`config.mk`:
```
export PLATFORM = sky130hd
export DESIGN_NAME = white_level_tracker
export DESIGN_NICKNAME = d
export VERILOG_FILES = /design/src/rtl/wlt_pkg.sv /design/src/rtl/wlt_run_qualifier.sv /design/src/rtl/wlt_frame_counter.sv /design/src/rtl/wlt_judge.sv /design/src/rtl/white_level_tracker.sv
export SDC_FILE = /design/constraint.sdc
export NUM_CORES = 1
export LEC_CHECK = 0
export ABC_AREA = 1
export BUFFER_PORTS_ARGS = -buffer_cell sky130_fd_sc_hd__buf_4
export CAP_MARGIN = 30
export CELL_PAD_IN_SITES_DETAIL_PLACEMENT = 1
export CELL_PAD_IN_SITES_GLOBAL_PLACEMENT = 1
export CORE_MARGIN = 2
export CORE_UTILIZATION = 48
export CTS_CLUSTER_SIZE = 14
export DETAILED_ROUTE_END_ITERATION = 7
export GPL_TIMING_DRIVEN = 0
export PLACE_DENSITY = 0.82
export RECOVER_POWER = 100
export SYNTH_ARGS = -nofsm -noshare
export SYNTH_HDL_FRONTEND = slang
export SYNTH_HIERARCHICAL = 1
export SYNTH_SLANG_ARGS = --single-unit
```
`constraint.sdc`:
```
create_clock -name clk -period 3.5 [get_ports clk]
set_input_delay 0.175 -clock clk [delete_from_list [all_inputs] [get_ports clk]]
set_output_delay 0.175 -clock clk [all_outputs]
set_load 0.01 [all_outputs]
```
`src/rtl/wlt_pkg.sv`:
```
package wlt_pkg;

    localparam int FRAME_CNT_W = 16;

    typedef enum logic [1:0] {
        ST_IDLE,
        ST_EVAL,
        ST_RAISE,
        ST_LOWER
    } judge_state_t;

    typedef struct packed {
        logic                   valid;
        logic [FRAME_CNT_W-1:0] count;
    } frame_report_t;

    typedef struct packed {
        logic up;
        logic down;
    } strobe_t;

    function automatic int unsigned clamp_step(int unsigned cur, int unsigned step,
                                               logic raise, int unsigned top);
        if (raise) begin
            return (cur + step > top) ? top : cur + step;
        end
        return (cur < step) ? 0 : cur - step;
    endfunction

endpackage

```
`src/rtl/wlt_run_qualifier.sv`:
```
module wlt_run_qualifier #(
    parameter int MIN_RUN = 3
) (
    input  logic clk,
    input  logic rst,
    input  logic line_end,
    input  logic white_in,
    output logic line_white
);
    localparam int RUN_W = $clog2(MIN_RUN + 1);

    logic [RUN_W-1:0] run_q;
    logic [RUN_W-1:0] run_next;
    logic             hit;
    logic             flag_q;

    always_comb begin
        hit = white_in && (run_q >= RUN_W'(MIN_RUN - 1));
        if (!white_in) begin
            run_next = '0;
        end else if (run_q == RUN_W'(MIN_RUN)) begin
            run_next = run_q;
        end else begin
            run_next = run_q + 1'b1;
        end
    end

    always_ff @(posedge clk) begin
        if (rst || line_end) begin
            run_q  <= '0;
            flag_q <= 1'b0;
        end else begin
            run_q <= run_next;
            if (hit) begin
                flag_q <= 1'b1;
            end
        end
    end

    assign line_white = flag_q;

    // the line flag only rises after the comparator was high
    a_r3_flag_needs_white: assert property (@(posedge clk) disable iff (rst)
        $rose(flag_q) |-> $past(white_in));

    // a set flag stays set until the line closes
    a_r4_flag_sticky: assert property (@(posedge clk) disable iff (rst)
        ($past(flag_q) && !$past(line_end)) |-> flag_q);

endmodule

```
`src/rtl/wlt_frame_counter.sv`:
```
module wlt_frame_counter
    import wlt_pkg::*;
#(
    parameter int LINES = 254
) (
    input  logic          clk,
    input  logic          rst,
    input  logic          line_end,
    input  logic          line_white,
    output frame_report_t report
);
    localparam int LINE_W = (LINES > 1) ? $clog2(LINES) : 1;

    logic [LINE_W-1:0]      line_q;
    logic [FRAME_CNT_W-1:0] white_q;
    frame_report_t          report_q;
    logic                   last_line;

    assign last_line = (line_q == LINE_W'(LINES - 1));

    always_ff @(posedge clk) begin
        if (rst) begin
            line_q   <= '0;
            white_q  <= '0;
            report_q <= '0;
        end else begin
            report_q.valid <= 1'b0;
            if (line_end) begin
                if (last_line) begin
                    line_q         <= '0;
                    white_q        <= '0;
                    report_q.valid <= 1'b1;
                    report_q.count <= white_q + FRAME_CNT_W'(line_white);
                end else begin
                    line_q  <= line_q + 1'b1;
                    white_q <= white_q + FRAME_CNT_W'(line_white);
                end
            end
        end
    end

    assign report = report_q;

    // the line index never leaves the frame
    a_r2_line_in_frame: assert property (@(posedge clk) disable iff (rst)
        line_q <= LINE_W'(LINES - 1));

    // the white total restarts at every frame boundary
    a_r10_total_cleared: assert property (@(posedge clk) disable iff (rst)
        (line_end && last_line) |=> (white_q == '0));

endmodule

```
`src/rtl/wlt_judge.sv`:
```
module wlt_judge
    import wlt_pkg::*;
#(
    parameter int DAC_W   = 8,
    parameter int STEP    = 7,
    parameter int HI_LIM  = 50,
    parameter int LO_LIM  = 20,
    parameter int RESET_CODE = 128
) (
    input  logic          clk,
    input  logic          rst,
    input  frame_report_t report,
    output logic [DAC_W-1:0] code,
    output strobe_t       strobe
);
    localparam int CODE_MAX = (1 << DAC_W) - 1;

    judge_state_t           state_q;
    logic [FRAME_CNT_W-1:0] total_q;
    logic [DAC_W-1:0]       code_q;

    always_ff @(posedge clk) begin
        if (rst) begin
            state_q <= ST_IDLE;
            total_q <= '0;
            code_q  <= DAC_W'(RESET_CODE);
        end else begin
            unique case (state_q)
                ST_IDLE: begin
                    if (report.valid) begin
                        total_q <= report.count;
                        state_q <= ST_EVAL;
                    end
                end
                ST_EVAL: begin
                    if (total_q > FRAME_CNT_W'(HI_LIM)) begin
                        state_q <= ST_RAISE;
                    end else if (total_q < FRAME_CNT_W'(LO_LIM)) begin
                        state_q <= ST_LOWER;
                    end else begin
                        state_q <= ST_IDLE;
                    end
                end
                ST_RAISE: begin
                    code_q  <= DAC_W'(clamp_step(32'(code_q), STEP, 1'b1, CODE_MAX));
                    state_q <= ST_IDLE;
                end
                ST_LOWER: begin
                    code_q  <= DAC_W'(clamp_step(32'(code_q), STEP, 1'b0, CODE_MAX));
                    state_q <= ST_IDLE;
                end
                default: state_q <= ST_IDLE;
            endcase
        end
    end

    assign strobe.up   = (state_q == ST_RAISE);
    assign strobe.down = (state_q == ST_LOWER);
    assign code        = code_q;

    // strobes are exclusive and one cycle wide
    a_r9_exclusive: assert property (@(posedge clk) disable iff (rst)
        $countones({strobe.up, strobe.down}) <= 1);
    a_r9_up_single: assert property (@(posedge clk) disable iff (rst)
        strobe.up |=> !strobe.up);
    a_r9_down_single: assert property (@(posedge clk) disable iff (rst)
        strobe.down |=> !strobe.down);

    // without a strobe the code holds
    a_r7_code_holds: assert property (@(posedge clk) disable iff (rst)
        (!strobe.up && !strobe.down) |=> $stable(code_q));

    // no wrap in either direction
    a_r8_no_wrap_up: assert property (@(posedge clk) disable iff (rst)
        strobe.up |=> (code_q >= $past(code_q)));
    a_r8_no_wrap_down: assert property (@(posedge clk) disable iff (rst)
        strobe.down |=> (code_q <= $past(code_q)));

endmodule

```
`src/rtl/white_level_tracker.sv`:
```
module white_level_tracker
    import wlt_pkg::*;
#(
    parameter int DAC_W      = 8,
    parameter int STEP       = 7,
    parameter int HI_LIM     = 50,
    parameter int LO_LIM     = 20,
    parameter int LINES      = 254,
    parameter int MIN_RUN    = 3,
    parameter int RESET_CODE = 128
) (
    input  logic             clk,
    input  logic             rst,
    input  logic             hsync,
    input  logic             white_in,
    output logic [DAC_W-1:0] dac_code,
    output logic             dac_up,
    output logic             dac_down
);
    logic          hsync_q;
    logic          line_end;
    logic          line_white;
    frame_report_t report;
    strobe_t       strobe;

    always_ff @(posedge clk) begin
        if (rst) begin
            hsync_q <= 1'b0;
        end else begin
            hsync_q <= hsync;
        end
    end

    assign line_end = hsync && !hsync_q;

    wlt_run_qualifier #(.MIN_RUN(MIN_RUN)) u_qual (
        .clk        (clk),
        .rst        (rst),
        .line_end   (line_end),
        .white_in   (white_in),
        .line_white (line_white)
    );

    wlt_frame_counter #(.LINES(LINES)) u_frame (
        .clk        (clk),
        .rst        (rst),
        .line_end   (line_end),
        .line_white (line_white),
        .report     (report)
    );

    wlt_judge #(
        .DAC_W      (DAC_W),
        .STEP       (STEP),
        .HI_LIM     (HI_LIM),
        .LO_LIM     (LO_LIM),
        .RESET_CODE (RESET_CODE)
    ) u_judge (
        .clk    (clk),
        .rst    (rst),
        .report (report),
        .code   (dac_code),
        .strobe (strobe)
    );

    assign dac_up   = strobe.up;
    assign dac_down = strobe.down;

    // reset state visible right after release
    a_r1_reset_code: assert property (@(posedge clk)
        $past(rst) |-> (dac_code == DAC_W'(RESET_CODE) && !dac_up && !dac_down));

endmodule

```
==> results.yml <==
route:
  drt-initial-drc-count: 134
  drc_errors: 0
  avgRoutedWirePerCell_um: 14.6
  ant_nets: 0
  drt_first_pass_iters: 4
  avgViaCountPerCell: 5.16
  via_count: 3229
  wirelength_um: 9110
synthesis:
  synth_area_leaders: "dfxtp_1 40%, nand2_1 13%, nor2_1 6.5%"
  synthFlopType: "dfxtp_1"
  postSynthAreaPerCell_um2: 7.17
  syn_area_mm2: 0.00357
  synth_most_common_cell: "nand2_1"
  yosysWarnings: 6
  async_flop_share_pct: 0
  ys_top_cells_by_count: "128 x nand2_1, 71 x dfxtp_1, 62 x nor2_1, 54 x inv_1"
  synth_top_cell_by_area: "dfxtp_1"
  ys_ff_latch: 71
  seq_area_frac_synth_pct: 39.8
  synth-edff-count: 0
  yosysTopAreaCellShare_pct: 39.8
  synth.net_count: 510
  synthCells: 498
  ys_types: 42
clock_tree:
  cts_made_buffers: 9
  hold_buffers: 0
  clkTransAtPathRegs_ns: 0.08
  cts_tree: "done"
  cts_sinks: 71
  clock_path_buffers: 2
  cts_resized: 0
  clk_latency_ns: 0.36
  cts_max_level: 3
  clockRootBuffer: "clkbuf_8"
  post_cts_buffers: 0
die:
  start_util_pct: 49.5
  core_mm2: 0.00721
  placementRows: 31
  die_w_um: 90.2
  die_y_um: 90.2
  io_pins: 14
  dieArea_mm2: 0.00814
sta:
  rsz0062_at_grt: "false"
  setup_tns_ns: 0
  fin_ws_ns: 0.953
  period_minus_slack_ns: 2.55
  period_share_pct: 72.8
  maxSlewHeadroom_pct: 46.8
  finalSetupViolCount: 0
  slew_violations: 0
  worstMarginPinSlew_ns: 0.798
  skew_ns: 0.0159
  fmax_ghz: 0.393
  hold_slack_ns: 0.0266
  hold_viol_final: 0
worst_setup_path:
  cp_common_cell: "a21oi_1"
  rr_worst_depth: 6
  crit_path_max_fanout: 10
  crit_path_end_kind: "flop"
  cpMaxStageDelayCell: "a21oi_1"
  crit_arrival_ns: 2.82
  path_cells: "nor2_1 > inv_1 > a21oi_1 > clkbuf_1 > nand2_1 > a21oi_1"
  r2r-end: "u_frame/white_q[6]"
  critPathMaxStageDelay_ns: 0.69
  crit_type: "flop to flop"
  cp_num_cells: 6
  path_buf_inv: 2
  reg2reg_from: "hsync_q"
  crit_family: "compound AO/OA/AOI/OAI gates"
  required_ns: 3.77
  start_kind: "flop"
  reg2reg_slack_ns: 0.95
placed_design:
  dpl_worst_slack_ns: 1.60
  gp_congestion: 0.822
  io_buffers: 13
  hpwl_um: 6870
global_route:
  grt_pass1_wl_um: 16000
  grt.total_usage_pct: 24.0
  antenna_found_initial: 0
  grt_pass1_vias: 3293
  grt_overflow: 0
  grt_max_degree: 16
min_path:
  min_path_type: "input port to flop"
  whs_path_depth: 2
  hold_start: "rst"
  hold_end: "hsync_q"
layout:
  antenna-diode-count: 0
  post-route-util_pct: 53.6
  drive_gt1_share_pct: 8.73
  syn_to_final_growth_pct: 8.28
  nets: 534
job:
  max-cap-violations: 0
pwr:
  power.density_mw_per_mm2: 409
  peakVddDrop_uv: 229
  p_leak_uw: 0.00165
  total_power_uw: 1580
run_status:
  status: "completed"
-- metrics by stage --
stage / instance area [um^2] / instances
final: 3860 / 626
after global routing: 3860 / 626
after CTS: 3970 / 626
after detailed placement: 3790 / 610
after global placement: 3790 / 610
after floorplan: 3570 / 498
-- layout by cell type (no fill, tap or decap), types with 2 or more instances in the layout --
cell type   instances
a22o_1              4
nor4_1              2
clkbuf_8           10
nor3_1              4
nand2_4             3
ha_1                8
nand4_1             7
o21ai_1             4
inv_6               3
clkinvlp_4          3
clkbuf_1           17
inv_1              55
xnor2_1             2
buf_4               3
o22ai_1             4
a22oi_1             2
nand2_1           128
inv_2               3
nand2_2             6
dfxtp_1            71
xor2_1             10
o21ai_0            24
a21oi_1            34
nand3_1            34
nor2_2              3
nor2_1             66
-- power by group --
part | total [uW] | leakage [uW] | switching, uW | internal, uW
sequential | 832 | 0.000573 | 13.9 | 818
clock | 619 | 0.0000848 | 350 | 269
combinational | 130 | 0.000990 | 87.7 | 42.7
-- flip-flops by register name (all words and copies together) (netlist names) --
register,count
u_frame/line_q,8
u_frame/white_q,16
u_qual/line_white,1
hsync_q,1
u_qual/run_q,2
u_judge/code,8
u_judge/state_q,2
u_frame/report,17
u_judge/total_q,16
-- layout make-up --
type                       instances  area (um^2)
buffer                            11         60.1
clock buffer                       9          124
clock inverter                     7         60.1
fill                             995         3350
inverter                          59          221
multi-input combinational        357         1790
sequential                        71         1420
tap                               99          124
timing repair buffer              13         63.8
-- worst reg2reg max path, cell delays in order, from the launching register on --
cell and delay, ns:
dfxtp_1 0.31, nor2_1 0.39, inv_1 0.30, a21oi_1 0.69, clkbuf_1 0.48, nand2_1 0.13, a21oi_1 0.17
-- routing by layer --
metal | wire length [um] | GRT usage (%) | up-vias | part of all wire, %
li1 | - | - | 1643 | -
met1 | 4300 | 31.9 | 1532 | 47
met2 | 4430 | 41.5 | 45 | 49
met3 | 288 | 2.85 | 9 | 3.2
met4 | 89 | 6.41 | 0 | 0.98
met5 | 0 | 0 | - | 0
-- kinds of logic after synthesis --
kind of cell / synth area share [%]
DFF: 39.8
and+or+nand+nor: 33.6
AOI/OAI and AO/OA: 12.1
xor gates and xnor gates: 3.40
adders and majority gates: 2.81
buffers and inverters: 8.31
-- worst max path at each step --
stage                     slack (ns)            start            endpoint
after CTS                       1.50          hsync_q  u_frame/white_q[6]
after detailed placement        1.60            hsync  u_frame/white_q[5]
after floorplan                 1.85  u_judge/code[0]     u_judge/code[1]
after global placement          1.61            hsync  u_frame/white_q[8]
after global routing            0.71          hsync_q  u_frame/white_q[2]
final                           0.95          hsync_q  u_frame/white_q[6]
(Power assumes the default switching activity.)
